<file path="src/rtl/frc_pkg.sv">
package frc_pkg;

    typedef enum logic [1:0] {
        ST_IDLE = 2'd0,
        ST_HOLD = 2'd1,
        ST_INIT = 2'd2,
        ST_RUN  = 2'd3
    } seq_state_e;

    typedef struct packed {
        logic sw_wr;
        logic brg_int_wr;
        logic brg_ext_wr;
        logic nt_mode;
        logic pefr_int;
        logic pefr_ext;
    } sw_ctl_t;

    typedef struct packed {
        logic warm_evt;
        logic hold;
    } rst_req_t;

    function automatic logic brg_pin_enabled(logic nt, logic pi, logic pe);
        return nt & (pi | pe);
    endfunction

    function automatic int unsigned max2(int unsigned a, int unsigned b);
        return (a > b) ? a : b;
    endfunction

endpackage

</file>
<file path="src/rtl/frc_sync.sv">
module frc_sync #(
    parameter int unsigned   W       = 1,
    parameter logic [W-1:0]  RST_VAL = '0
) (
    input  logic         clk,
    input  logic         rst,
    input  logic [W-1:0] d,
    output logic [W-1:0] q
);
    logic [W-1:0] meta_q;
    logic [W-1:0] sync_q;

    always_ff @(posedge clk) begin
        if (rst) begin
            meta_q <= RST_VAL;
            sync_q <= RST_VAL;
        end else begin
            meta_q <= d;
            sync_q <= meta_q;
        end
    end

    assign q = sync_q;
endmodule

</file>
<file path="src/rtl/frc_src_gate.sv">
module frc_src_gate
    import frc_pkg::*;
(
    input  logic     clk,
    input  logic     rst,
    input  logic     pwr_ok,
    input  logic     perst_act,
    input  logic     brg_act,
    input  sw_ctl_t  ctl,
    output rst_req_t req
);
    logic perst_d;
    logic brg_d;
    logic brg_q;
    logic perst_evt;
    logic brg_evt;
    logic sw_evt;

    assign brg_q = brg_act & brg_pin_enabled(ctl.nt_mode, ctl.pefr_int, ctl.pefr_ext);

    always_ff @(posedge clk) begin
        if (rst) begin
            perst_d <= 1'b1;
            brg_d   <= 1'b0;
        end else begin
            perst_d <= perst_act;
            brg_d   <= brg_q;
        end
    end

    assign perst_evt = perst_act & ~perst_d;
    assign brg_evt   = brg_q & ~brg_d;
    assign sw_evt    = ctl.sw_wr | (ctl.nt_mode & (ctl.brg_int_wr | ctl.brg_ext_wr));

    assign req.warm_evt = pwr_ok & (perst_evt | brg_evt | sw_evt);
    assign req.hold     = pwr_ok & (perst_act | brg_q);

    // bridge register writes outside non-transparent mode start nothing
    p_brg_wr_ignored_r4: assert property (@(posedge clk) disable iff (rst)
        (!ctl.nt_mode && !ctl.sw_wr && !perst_evt && !brg_evt) |-> !req.warm_evt);

    // a bridge pin edge only counts when the pin is enabled
    p_brg_pin_gated_r5: assert property (@(posedge clk) disable iff (rst)
        (brg_evt && pwr_ok) |-> (ctl.nt_mode && (ctl.pefr_int || ctl.pefr_ext) && req.warm_evt));
endmodule

</file>
<file path="src/rtl/frc_seq.sv">
module frc_seq
    import frc_pkg::*;
#(
    parameter int unsigned RST_CYCLES = 16,
    parameter int unsigned INIT_LIMIT = 200
) (
    input  logic     clk,
    input  logic     rst,
    input  logic     pwr_ok,
    input  rst_req_t req,
    input  logic     ee_done,
    output logic     busy,
    output logic     ee_start,
    output logic     cold,
    output logic     tmo
);
    localparam int unsigned CNT_MAX   = max2(RST_CYCLES, INIT_LIMIT);
    localparam int unsigned CNT_W     = $clog2(CNT_MAX + 1);
    localparam int unsigned HOLD_LAST = RST_CYCLES - 1;
    localparam int unsigned INIT_LAST = INIT_LIMIT - 1;

    seq_state_e       state_q;
    logic [CNT_W-1:0] cnt_q;
    logic             cold_q;
    logic             tmo_q;

    always_ff @(posedge clk) begin
        if (rst) begin
            state_q <= ST_IDLE;
            cnt_q   <= '0;
            cold_q  <= 1'b0;
            tmo_q   <= 1'b0;
        end else if (!pwr_ok) begin
            state_q <= ST_IDLE;
            cnt_q   <= '0;
            tmo_q   <= 1'b0;
        end else if (state_q == ST_IDLE) begin
            state_q <= ST_HOLD;
            cnt_q   <= '0;
            cold_q  <= 1'b1;
        end else if (req.warm_evt) begin
            state_q <= ST_HOLD;
            cnt_q   <= '0;
            cold_q  <= 1'b0;
        end else begin
            case (state_q)
                ST_HOLD: begin
                    if (req.hold) begin
                        cnt_q <= '0;
                    end else if (cnt_q == CNT_W'(HOLD_LAST)) begin
                        state_q <= ST_INIT;
                        cnt_q   <= '0;
                    end else begin
                        cnt_q <= cnt_q + 1'b1;
                    end
                end
                ST_INIT: begin
                    if (ee_done) begin
                        state_q <= ST_RUN;
                    end else if (cnt_q == CNT_W'(INIT_LAST)) begin
                        state_q <= ST_RUN;
                        tmo_q   <= 1'b1;
                    end else begin
                        cnt_q <= cnt_q + 1'b1;
                    end
                end
                default: ;
            endcase
        end
    end

    assign busy     = (state_q != ST_RUN);
    assign ee_start = (state_q == ST_INIT) && (cnt_q == '0);
    assign cold     = cold_q;
    assign tmo      = tmo_q;

    // load begins only after the full hold count
    p_hold_len_r6: assert property (@(posedge clk) disable iff (rst)
        (state_q == ST_INIT && $past(state_q) == ST_HOLD) |-> $past(cnt_q) == CNT_W'(HOLD_LAST));

    // start request lasts one cycle
    p_start_pulse_r6: assert property (@(posedge clk) disable iff (rst)
        ee_start |=> !ee_start);

    // the run state is entered only from load, on done or timeout
    p_run_entry_r7: assert property (@(posedge clk) disable iff (rst)
        (state_q == ST_RUN && $past(state_q) != ST_RUN) |->
            ($past(state_q) == ST_INIT && ($past(ee_done) || tmo_q)));

    // a warm trigger clears the cold status
    p_warm_clears_cold_r11: assert property (@(posedge clk) disable iff (rst)
        (pwr_ok && state_q != ST_IDLE && req.warm_evt) |=> !cold_q);

    // the timeout flag only drops on power loss
    p_tmo_sticky_r8: assert property (@(posedge clk) disable iff (rst)
        $fell(tmo_q) |-> !$past(pwr_ok));
endmodule

</file>
<file path="src/rtl/fund_rst_ctrl.sv">
module fund_rst_ctrl
    import frc_pkg::*;
#(
    parameter int unsigned RST_CYCLES     = 16,
    parameter int unsigned TICKS_PER_MS   = 1000,
    parameter int unsigned INIT_BUDGET_MS = 200,
    parameter int unsigned GPIO_W         = 8
) (
    input  logic              clk,
    input  logic              rst,
    input  logic              pwr_good_n,
    input  logic              perst_n,
    input  logic              brg_rst_n,
    input  logic              sw_rst_wr,
    input  logic              brg_int_rst_wr,
    input  logic              brg_ext_rst_wr,
    input  logic              nt_mode,
    input  logic              pefr_int,
    input  logic              pefr_ext,
    input  logic              ee_done,
    output logic              core_rst,
    output logic              ee_start,
    output logic              cold_rst,
    output logic              init_timeout,
    output logic [GPIO_W-1:0] gpio_force_in
);
    localparam int unsigned INIT_LIMIT = INIT_BUDGET_MS * TICKS_PER_MS;
    localparam int unsigned N_PINS     = 3;

    logic [N_PINS-1:0] pins_raw;
    logic [N_PINS-1:0] pins_sync;
    sw_ctl_t           ctl;
    rst_req_t          req;
    logic              busy;
    logic              raw_assert;

    assign pins_raw = {pwr_good_n, perst_n, brg_rst_n};

    frc_sync #(.W(N_PINS), .RST_VAL(3'b101)) u_sync (
        .clk (clk),
        .rst (rst),
        .d   (pins_raw),
        .q   (pins_sync)
    );

    assign ctl = '{sw_wr:      sw_rst_wr,
                   brg_int_wr: brg_int_rst_wr,
                   brg_ext_wr: brg_ext_rst_wr,
                   nt_mode:    nt_mode,
                   pefr_int:   pefr_int,
                   pefr_ext:   pefr_ext};

    frc_src_gate u_gate (
        .clk       (clk),
        .rst       (rst),
        .pwr_ok    (~pins_sync[2]),
        .perst_act (~pins_sync[1]),
        .brg_act   (~pins_sync[0]),
        .ctl       (ctl),
        .req       (req)
    );

    frc_seq #(.RST_CYCLES(RST_CYCLES), .INIT_LIMIT(INIT_LIMIT)) u_seq (
        .clk      (clk),
        .rst      (rst),
        .pwr_ok   (~pins_sync[2]),
        .req      (req),
        .ee_done  (ee_done),
        .busy     (busy),
        .ee_start (ee_start),
        .cold     (cold_rst),
        .tmo      (init_timeout)
    );

    assign raw_assert = pwr_good_n | ~perst_n |
                        (~brg_rst_n & brg_pin_enabled(nt_mode, pefr_int, pefr_ext));

    assign core_rst      = busy | raw_assert;
    assign gpio_force_in = {GPIO_W{core_rst}};
endmodule

</file>
<file path="config.mk">
export PLATFORM = sky130hd
export DESIGN_NAME = fund_rst_ctrl
export DESIGN_NICKNAME = d
export VERILOG_FILES = /design/src/rtl/frc_pkg.sv /design/src/rtl/frc_sync.sv /design/src/rtl/frc_src_gate.sv /design/src/rtl/frc_seq.sv /design/src/rtl/fund_rst_ctrl.sv
export SDC_FILE = /design/constraint.sdc
export NUM_CORES = 1
export LEC_CHECK = 0
export BUFFER_PORTS_ARGS = -buffer_cell sky130_fd_sc_hd__buf_2
export CORE_ASPECT_RATIO = 1.5
export CORE_MARGIN = 1
export CORE_UTILIZATION = 56
export CTS_BUF_LIST = sky130_fd_sc_hd__clkbuf_16
export CTS_CLUSTER_SIZE = 16
export DETAILED_ROUTE_END_ITERATION = 10
export GPL_ROUTABILITY_DRIVEN = 0
export PLACE_DENSITY = 0.86
export SYNTH_ARGS = -nofsm -noshare
export SYNTH_HDL_FRONTEND = slang
export SYNTH_SLANG_ARGS = --single-unit
</file>
<file path="constraint.sdc">
create_clock -name clk -period 2.75 [get_ports clk]
set_input_delay 0.1375 -clock clk [delete_from_list [all_inputs] [get_ports clk]]
set_output_delay 0.1375 -clock clk [all_outputs]
set_load 0.03 [all_outputs]
</file>
==> results of run 1 <==
cell type report:
cell class	count	area [um2]	share of cell area (%)
timing repair buffer	26	138	7.05
inverter	8	30.0	1.54
sequential	30	601	30.8
multi-input combinational	150	970	49.7
clock buffer	5	125	6.41
clock inverter	3	40.0	2.05
tap	39	48.8	2.50
cells by family (layout without fill, tap and decap cells):
kind of cell / Yosys count / in the layout
and+or+nand+nor: 83 / 83
AOI/OAI and AO/OA: 51 / 51
DFF: 30 / 30
buffers and inverters: 25 / 42
xor gates and xnor gates: 9 / 9
adders and majority gates: 7 / 7
power breakdown:
group	switching (mW)	internal, mW	total (mW)
registers	0.00363	0.441	0.445
clock network	0.189	0.422	0.611
logic	0.0180	0.0159	0.0339
per-stage QoR:
step                      std cells  setup slack (ns)  hold WS [ns]  cell area (um2)
after detailed placement        253             0.498         0.342             1790
after global placement          253             0.550         0.342             1790
final                           261             0.483        0.0602             1950
after global routing            261             0.280        0.0617             1950
after floorplan                 205             0.556         0.241             1720
after CTS                       261             0.480        0.0535             1950
Yosys cell counts, types with 3 or more instances:
cell | instances | area, um2
o211ai_1 | 5 | 37.5
nand3_1 | 8 | 40.0
o21ai_1 | 3 | 15.0
nand2b_1 | 5 | 31.3
or2_2 | 5 | 31.3
and3_1 | 3 | 18.8
o21ai_0 | 10 | 50.1
inv_1 | 8 | 30.0
nand4_1 | 4 | 25.0
nor3_1 | 9 | 45.0
dfxtp_1 | 30 | 601
xor2_1 | 7 | 61.3
nor2_1 | 15 | 56.3
or3_1 | 6 | 37.5
buf_4 | 9 | 67.6
a21oi_1 | 10 | 50.1
clkbuf_1 | 4 | 15.0
nor2b_1 | 6 | 37.5
ha_1 | 7 | 87.6
nand2_1 | 11 | 41.3
nor4_1 | 3 | 18.8
final timing paths:
| check | from | endpoint | slack, ns | cells past startpoint |
|---|---|---|---|---|
| worst max-delay path | u_seq.state_q[0] | u_seq.cnt_q[11] | 0.48 | 6 |
| worst min-delay path | brg_rst_n | u_sync.meta_q[0] | 0.06 | 2 |
| worst max register to register | u_seq.state_q[0] | u_seq.cnt_q[11] | 0.48 | 6 |
| worst min register to register | u_sync.meta_q[2] | u_sync.q[2] | 0.41 | 1 |
sequential cells by signal, summed over array words and instances (netlist names):
register and count:
u_gate.perst_d 1, u_seq.cnt_q 18, u_sync.meta_q 3, u_gate.brg_d 1, u_sync.q 3, u_seq.tmo 1, u_seq.state_q 2, u_seq.cold 1
routing by layer:
metal / track usage, % / routed length, um
met2: 42.4 / 1840
met3: 7.03 / 158
met4: 16.2 / 140
met5: 0 / 0
met1: 26.5 / 1490
cell usage in the layout (no fill, tap or decap), drive strengths merged, types with 3 or more instances in the layout:
cell type and count:
nand4 4, nand2 11, nand3 8, dfxtp 30, nor4 4, a21oi 11, inv 8, xor2 7
ha 7, clkbuf 5, o21ai 14, or2 5, or3 6, nor2b 6, and3 3, buf 26
nor3 9, nand2b 6, o211ai 5, nor2 15
==> metrics.csv, run 1 <==
stage;metric;value;unit
power_and_ir_drop;Worst VDD drop;0.600;mV
grt;vias in the first global route;1463;
run_status;status;completed;
clocking;CTS Root Cell;clkbuf_16;
yosys;mux cell area share after synthesis;0;%
sta;Max Transition Viols Final;0;
grt;grt ovf;0;
cells_and_area;ANT cells;0;
sta;fin crit share;82.4;%
yosys;Simple-Gate Fraction of Synth Area;26.7;%
clocking;clock slew at reported path FFs;0.05;ns
yosys;Avg Cell Area, Syn;8.37;um2
yosys;Syn Nets;224;
die;Ports;24;
sta;Layout Skew;0.00753;ns
sta;setup_tns;0;ns
clocking;H-tree lvl count;2;
yosys;largest family of logic cells by synthesized area;simple AND/OR/NAND/NOR gates;
worst_setup_path;CP Data Required Time;2.97;ns
die;Die X;47.2;um
drt;vias per inst;5.84;
yosys;Post-Synth XOR/XNOR Area;4.60;%
die;die height;69.8;um
clocking;CTS Buf Count;5;
cells_and_area;Area Growth Syn to Fin;13.8;%
clocking;post-CTS setup buffers;0;
cells_and_area;Nets;240;
flow_run;total of max-cap violations;0;
grt;largest net degree at the start of global routing;13;
clocking;PostCTS Resize Cnt;0;
die;initial core utilization;58.9;%
yosys;Yosys cell types;49;
yosys;Cells after Synth;205;
worst_setup_path;CP cell instances;inv_1, ha_1, nand2b_4, a2111o_1, or4_4, a21oi_2;
sta;RSZ-0062 raised after global routing;no;
yosys;Adder-Cell Fraction of Synth Area;5.11;%
yosys;synth warn;0;
yosys;Post-Syn Area;1720;um2
drt;DRC;0;
clocking;Max Root-Sink Buffers;2;
drt;Initial DRC Count;34;
worst_setup_path;Critical Path Start Type;flop;
worst_setup_path;Setup Crit Path Kind;flop to flop;
yosys;Yosys reg bits;30;
sta;fin crit period;2.27;ns
yosys;post-synthesis sequential area ratio;35.0;%
yosys;Most used DFF post-synth;dfxtp_1;
sta;Setup Viol. Count Final;0;
cells_and_area;Final Util;67.0;%
yosys;fraction of registers with async set/reset;0;%
cells_and_area;layout cells sized above 1;20.3;%
sta;max_slew headroom;55.9;%
sta;FMAX;441;MHz
grt;antenna violations before repair;0;
die;row count;24;
worst_setup_path;crit path capture type;flop;
drt;post-route ant nets;0;
drt;Routed WL;3.63;mm
clocking;CTS tree;yes;
worst_setup_path;worst stage delay on the critical path;0.54;ns
yosys;Post-synth EDFFs;0;
cells_and_area;Fill cells;239;
sta;hold violation count in the final report;0;
grt;first-pass GRT wire length;5.95;mm
die;core area;2910;um2
clocking;hold buffers post-CTS;0;
worst_setup_path;crit path DAT;2.48;ns
sta;Worst Max-Slew Pin Slew;0.652;ns
placement;Buffers on Ports;23;
drt;per-cell routed wire length;13.9;um
worst_setup_path;CP Buf/Inv Count;1;
clocking;clock net sink count;30;
die;DIE AREA;3290;um2
placement;Final HPWL DP;2.63;mm
drt;DR vias;1525;
worst_setup_path;delay-heaviest family, CP;simple AND/OR/NAND/NOR gates;
power_and_ir_drop;total power;1.09;mW
power_and_ir_drop;leak pwr;0.654;nW
worst_setup_path;Critical Path Slowest Stage Cell;or4_4;
drt;DR pass1 iterations;4;
grt;gr usage total;25.6;%
min_path;Hold/Removal Path Class;input pin to flop;
worst_setup_path;Critical Path Fanout Max;9;
yosys;Synth Area in Compound Gates;20.1;%
power_and_ir_drop;Power Dens Cells;558;nW/um2
clocking;clk_lat worst skew;0.28;ns
No activity file was read; power rests on OpenSTA's default activity.
==> inputs of run 2 (changes only) <==
==> constraint.sdc (replaced) <==
create_clock -name clk -period 2.2 [get_ports clk]
set_input_delay 0.11 -clock clk [delete_from_list [all_inputs] [get_ports clk]]
set_output_delay 0.11 -clock clk [all_outputs]
set_load 0.03 [all_outputs]
==> metrics.csv, run 2 (same netlist as run 1, synthesis figures left out) <==
stage;metric;value;unit;change
power_and_ir_drop;Worst VDD drop;0.721;mV;was 0.600 mV
cells_and_area;ANT cells;0;;unchanged
clocking;CTS tree;yes;;unchanged
grt;grt ovf;0;;unchanged
drt;vias per inst;5.87;;was 5.84
sta;FMAX;483;MHz;was 441 MHz
clocking;clock slew at reported path FFs;0.05;ns;about the same
cells_and_area;Most flops, register;u_seq.cnt_q;;unchanged
power_and_ir_drop;Logic pwr share;2.9;%;was 3.1%
sta;Worst Max-Slew Pin Slew;0.610;ns;was 0.652 ns
worst_setup_path;crit path capture type;flop;;unchanged
sta;Setup Viol. Count Final;0;;unchanged
power_and_ir_drop;Power Dens Cells;722;nW/um2;was 558 nW/um2
worst_setup_path;reg2reg end;u_seq.cnt_q[11];;unchanged
worst_setup_path;Critical Path Start Type;flop;;unchanged
cells_and_area;commonest non-fill, non-tap cell in the layout;dfxtp_1;;unchanged
cells_and_area;max reg flops;18;;unchanged
worst_setup_path;crit path DAT;2.29;ns;was 2.48 ns
min_path;Hold/Removal Path Class;input pin to flop;;unchanged
power_and_ir_drop;total power;1.48;mW;was 1.09 mW
die;initial core utilization;58.9;%;unchanged
drt;per-cell routed wire length;14.8;um;was 13.9 um
cells_and_area;Area Growth Syn to Fin;19.6;%;was 13.8%
flow_run;total of max-cap violations;0;;unchanged
cells_and_area;Nets;250;;was 240
worst_setup_path;Critical Path Fanout Max;9;;unchanged
grt;first-pass GRT wire length;6.52;mm;was 5.95 mm
worst_setup_path;Setup Crit Path Kind;flop to flop;;unchanged
worst_setup_path;worst setup path start;u_seq.state_q[0];;unchanged
die;Ports;24;;unchanged
power_and_ir_drop;leak pwr;0.709;nW;was 0.654 nW
worst_setup_path;RR Startpoint;u_seq.state_q[0];;unchanged
power_and_ir_drop;Internal;1.22;mW;was 0.880 mW
grt;gr usage total;27.5;%;was 25.6%
sta;fin crit share;94.2;%;was 82.4%
drt;post-route ant nets;0;;unchanged
run_status;status;completed;;unchanged
cells_and_area;most frequent cells in the layout;dfxtp_1 (29), buf_2 (23), nor2_1 (15);;was dfxtp_1 (30), buf_2 (23), nor2_1 (15)
drt;DR vias;1592;;was 1525
clocking;CTS Buf Count;5;;unchanged
worst_setup_path;end point of the critical path;u_seq.cnt_q[11];;unchanged
power_and_ir_drop;Seq pwr share;37.6;%;was 40.8%
sta;hold violation count in the final report;0;;unchanged
sta;Max Transition Viols Final;0;;unchanged
drt;Initial DRC Count;51;;was 34
cells_and_area;layout cells sized above 1;23.7;%;was 20.3%
placement;Final HPWL DP;2.90;mm;was 2.63 mm
placement;Buffers on Ports;23;;unchanged
drt;Routed WL;4.02;mm;was 3.63 mm
drt;DR pass1 iterations;4;;unchanged
power_and_ir_drop;switching power share of the total;18.0;%;was 19.3%
sta;worst hold slack;0.0282;ns;was 0.0602 ns
clocking;CTS Root Cell;clkbuf_16;;unchanged
worst_setup_path;CP Data Required Time;2.41;ns;was 2.97 ns
clocking;clk_lat worst skew;0.28;ns;about the same
sta;max_slew headroom;58.8;%;was 55.9%
die;row count;24;;unchanged
drt;DRC;0;;unchanged
power_and_ir_drop;sw power;0.266;mW;was 0.210 mW
grt;largest net degree at the start of global routing;13;;unchanged
grt;vias in the first global route;1524;;was 1463
grt;antenna violations before repair;0;;unchanged
worst_setup_path;internal reg-to-reg setup slack;0.13;ns;was 0.48 ns
worst_setup_path;cell count of the worst reg-to-reg path;6;;unchanged
die;die height;69.8;um;unchanged
clocking;Max Root-Sink Buffers;2;;unchanged
cells_and_area;Fill cells;227;;was 239
clocking;H-tree lvl count;2;;unchanged
sta;setup_tns;0;ns;unchanged
die;DIE AREA;3290;um2;unchanged
die;core area;2910;um2;unchanged
clocking;clock net sink count;30;;unchanged
power_and_ir_drop;Clock power frac;59.6;%;was 56.1%
sta;Layout Skew;0.00643;ns;was 0.00753 ns
sta;fin crit period;2.07;ns;was 2.27 ns
clocking;hold buffers post-CTS;0;;unchanged
sta;RSZ-0062 raised after global routing;no;;unchanged
die;Die X;47.2;um;unchanged
==> run 2: metrics by stage <==
step	cell area (um2)	utilization (%)	instances	setup slack [ns]
after floorplan	1720	-	205	0.00610
after global placement	1860	63.9	263	0.155
after detailed placement	1860	63.9	263	0.0859
after CTS	2050	70.4	271	0.0715
after global routing	2050	70.4	271	0.0174
final	2050	70.4	271	0.129
==> run 2: worst max-delay path, stage by stage (launching register included) <==
cell,delay (ns)
dfxtp_2,0.36
inv_1,0.07
ha_1,0.26
nand2b_4,0.20
a2111o_1,0.44
or4_4,0.52
a21oi_2,0.14
==> run 2: how the worst min path moves through the flow <==
stage               from                to  slack (ns)  cells after the start
2_1_floorplan  brg_rst_n  u_sync.meta_q[0]        0.21                      1
3_3_place_gp   brg_rst_n  u_sync.meta_q[0]        0.31                      2
3_5_place_dp   brg_rst_n  u_sync.meta_q[0]        0.31                      2
4_1_cts        brg_rst_n  u_sync.meta_q[0]        0.03                      2
5_1_grt        brg_rst_n  u_sync.meta_q[0]        0.03                      2
6_report       brg_rst_n  u_sync.meta_q[0]        0.03                      2
==> run 2: final cells by class <==
type | instances | area [um2] | share of cell area (%)
multi-input cells | 150 | 970 | 47.3
flip-flops and latches | 30 | 602 | 29.3
repair buffers | 36 | 213 | 10.4
clock buffers | 5 | 125 | 6.10
clock inverters | 3 | 63.8 | 3.11
well taps | 39 | 48.8 | 2.38
inverters | 8 | 30.0 | 1.46
==> run 2: layer usage <==
metal | vias up | share of wire (%) | global-route usage, %
met5 | - | 0 | 0
met4 | 0 | 2.4 | 10.5
met3 | 12 | 4.5 | 7.03
met2 | 60 | 54 | 49.1
met1 | 734 | 40 | 28.5
li1 | 786 | - | -
==> run 2: repair_timing <==
item | in CTS | in global routing
buffers inserted | 0 | 0
resized for setup | 0 | 1
endpoints found under the setup margin | 0 | 2
==> run 2: power by group through the flow <==
stage	Sequential (mW)	Clock [mW]	Combinational (mW)
finish	0.557	0.883	0.0425
detailed placement	0.567	0	0.0418
global placement	0.567	0	0.0408
floorplan	0.568	0	0.0238
CTS	0.556	0.894	0.0428
global route	0.557	0.919	0.0475
==> inputs of run 3 (changes only) <==
--- a/config.mk
+++ b/config.mk
@@ -6,14 +6,18 @@
 export NUM_CORES = 1
 export LEC_CHECK = 0
 export BUFFER_PORTS_ARGS = -buffer_cell sky130_fd_sc_hd__buf_2
+export CELL_PAD_IN_SITES_DETAIL_PLACEMENT = 0
+export CELL_PAD_IN_SITES_GLOBAL_PLACEMENT = 1
 export CORE_ASPECT_RATIO = 1.5
 export CORE_MARGIN = 1
-export CORE_UTILIZATION = 56
+export CORE_UTILIZATION = 42
 export CTS_BUF_LIST = sky130_fd_sc_hd__clkbuf_16
 export CTS_CLUSTER_SIZE = 16
 export DETAILED_ROUTE_END_ITERATION = 10
 export GPL_ROUTABILITY_DRIVEN = 0
+export HOLD_SLACK_MARGIN = 0.08
 export PLACE_DENSITY = 0.86
+export SETUP_SLACK_MARGIN = 0.3
 export SYNTH_ARGS = -nofsm -noshare
 export SYNTH_HDL_FRONTEND = slang
 export SYNTH_SLANG_ARGS = --single-unit
==> metrics.csv, run 3 (same netlist as run 1, synthesis figures left out) <==
stage;metric;value;unit;change
run_status;status;completed;;unchanged
cells_and_area;Area Growth Syn to Fin;28.7;%;was 19.6%
sta;Layout Skew;0.00664;ns;was 0.00643 ns
clocking;clock slew at reported path FFs;0.05;ns;about the same
clocking;CTS tree;yes;;unchanged
min_path;Hold Crit Endpoint;u_seq.cold;;was u_sync.meta_q[0]
clocking;CTS Root Cell;clkbuf_16;;unchanged
sta;worst hold slack;0.143;ns;was 0.0282 ns
clocking;H-tree lvl count;2;;unchanged
worst_setup_path;Setup Crit Path Kind;flop to output port;;was flop to flop
die;initial core utilization;43.7;%;was 58.9%
worst_setup_path;Critical Path Fanout Max;7;;was 9
worst_setup_path;RR Startpoint;u_seq.cnt_q[5];;was u_seq.state_q[0]
cells_and_area;ANT cells;0;;unchanged
sta;hold violation count in the final report;0;;unchanged
cells_and_area;Most flops, register;u_seq.cnt_q;;unchanged
worst_setup_path;crit path DAT;1.86;ns;was 2.29 ns
min_path;Hold/Removal Path Class;input pin to flop;;unchanged
drt;Routed WL;4.30;mm;was 4.02 mm
worst_setup_path;worst stage delay on the critical path;0.38;ns;was 0.52 ns
clocking;clock net sink count;30;;unchanged
worst_setup_path;reg2reg end;u_seq.state_q[0];;was u_seq.cnt_q[11]
placement;placed insts;265;;was 263
cells_and_area;commonest non-fill, non-tap cell in the layout;dfxtp_1;;unchanged
min_path;HP Start;rst;;was brg_rst_n
cells_and_area;Sequential cell area;608;um2;was 602 um2
drt;DR vias;1624;;was 1592
power_and_ir_drop;Power Dens Cells;555;nW/um2;was 722 nW/um2
placement;pre-CTS setup slack;0.214;ns;was 0.0859 ns
sta;Max Transition Viols Final;0;;unchanged
power_and_ir_drop;Worst VDD drop;0.610;mV;was 0.721 mV
die;DIE AREA;4350;um2;was 3290 um2
clocking;CTS Buf Count;5;;unchanged
worst_setup_path;CP Data Required Time;2.09;ns;was 2.41 ns
cells_and_area;Fill cells;365;;was 227
sta;Worst Max-Slew Pin Slew;0.585;ns;was 0.610 ns
sta;FMAX;507;MHz;was 483 MHz
worst_setup_path;most frequent cell on the critical path;buf_4;;
grt;antenna violations before repair;0;;unchanged
drt;per-cell routed wire length;15.2;um;was 14.8 um
grt;gr usage total;21.4;%;was 27.5%
sta;final setup margin;0.229;ns;was 0.129 ns
drt;post-route ant nets;0;;unchanged
grt;grt ovf;0;;unchanged
flow_run;total of max-cap violations;0;;unchanged
worst_setup_path;Critical Path Slowest Stage Cell;nor4_1;;was or4_4
min_path;Min-Delay Path Depth;2;;unchanged
grt;first-pass GRT wire length;6.67;mm;was 6.52 mm
worst_setup_path;cell count of the worst reg-to-reg path;7;;was 6
worst_setup_path;crit path capture type;output port;;was flop
die;row count;28;;was 24
die;Ports;24;;unchanged
sta;fin crit share;89.6;%;was 94.2%
clocking;clk_lat worst skew;0.27;ns;was 0.28 ns
drt;Initial DRC Count;57;;was 51
cells_and_area;layout cells sized above 1;32.8;%;was 23.7%
placement;Final HPWL DP;2.87;mm;was 2.90 mm
cells_and_area;fin cells;283;;was 271
grt;largest net degree at the start of global routing;13;;unchanged
sta;fin crit period;1.97;ns;was 2.07 ns
die;die height;80.3;um;was 69.8 um
drt;DR pass1 iterations;4;;unchanged
cells_and_area;Final Util;56.3;%;was 70.4%
sta;RSZ-0062 raised after global routing;yes;;was no
sta;setup_tns;0;ns;unchanged
cells_and_area;most frequent cells in the layout;dfxtp_1 (26), buf_2 (22), buf_4 (18);;was dfxtp_1 (29), buf_2 (23), nor2_1 (15)
worst_setup_path;CP cell instances;nor4_1, nand4_1, buf_4, nor4_2, buf_4;;was inv_1, ha_1, nand2b_4, a2111o_1, or4_4, a21oi_2
worst_setup_path;internal reg-to-reg setup slack;0.28;ns;was 0.13 ns
placement;Buffers on Ports;23;;unchanged
cells_and_area;area occupied by multi-input gates;1090;um2;was 970 um2
drt;DRC;0;;unchanged
cells_and_area;max reg flops;18;;unchanged
sta;max_slew headroom;60.5;%;was 58.8%
die;core area;3920;um2;was 2910 um2
clocking;Max Root-Sink Buffers;2;;unchanged
worst_setup_path;Critical Path Start Type;flop;;unchanged
grt;vias in the first global route;1476;;was 1524
sta;Setup Viol. Count Final;0;;unchanged
drt;vias per inst;5.74;;was 5.87
die;Die X;54.2;um;was 47.2 um
power_and_ir_drop;leak pwr;0.772;nW;was 0.709 nW
cells_and_area;Nets;258;;was 250
## run 3: changes by cell type in the layout (fill, tap and decap cells not counted), sizes merged
cell / previous run / this run
buf: 36 / 41
dlygate4sd3: 0 / 3
bufinv: 2 / 0
## run 3: metal layers
layer | vias to the layer above | part of all wire (%) | GRT usage (%)
li1 | 801 | - | -
met1 | 762 | 39 | 22.0
met2 | 49 | 54 | 37.9
met3 | 12 | 3.8 | 4.92
met4 | 0 | 3.0 | 11.3
met5 | - | 0 | 0
## run 3: final cells by class
cell class,count,area share [%]
multi-input cells,150,49.3
repair buffers,44,13.4
clock buffers,5,5.67
inverters,8,1.36
well taps,45,2.55
clock inverters,1,0.170
flip-flops and latches,30,27.5
## run 3: where the power goes
group,leakage [nW],switching [mW],internal [mW]
clock network,0.0632,0.217,0.400
logic,0.463,0.0254,0.0288
registers,0.246,0.00468,0.551
total,0.772,0.247,0.980
## run 3: critical path: cells and delay by family (launching register included)
| kind | cells | cell delay [ns] |
|---|---|---|
| buf+inv | 2 | 0.41 |
| simple gates | 3 | 0.82 |
| flops | 1 | 0.37 |
## run 3: worst max path at each step
stage	end	from	depth (start not counted)	slack, ns
6_report	ee_start	u_seq.cnt_q[5]	5	0.23
5_1_grt	ee_start	u_seq.cnt_q[5]	5	0.13
4_1_cts	u_seq.cnt_q[11]	u_seq.state_q[1]	6	0.30
3_5_place_dp	u_seq.state_q[0]	u_seq.cnt_q[0]	6	0.21
3_3_place_gp	u_seq.state_q[0]	u_seq.cnt_q[0]	6	0.26
2_1_floorplan	u_seq.cnt_q[11]	u_seq.state_q[0]	9	0.17
## run 3: through the flow
| step | cell area, um2 | power (mW) |
|---|---|---|
| 2_1_floorplan | 1720 | 0.592 |
| 3_3_place_gp | 1850 | 0.609 |
| 3_5_place_dp | 1850 | 0.609 |
| 4_1_cts | 2080 | 1.23 |
| 5_1_grt | 2210 | 1.27 |
| 6_report | 2210 | 1.23 |
## run 3: repair_timing
item,4_1_cts,5_1_grt
endpoints found under the setup margin,12,30
hold endpoints to repair,2,1
resized for setup,9,22
hold buffers,2,1
pin swaps,4,3
setup buffers,6,3
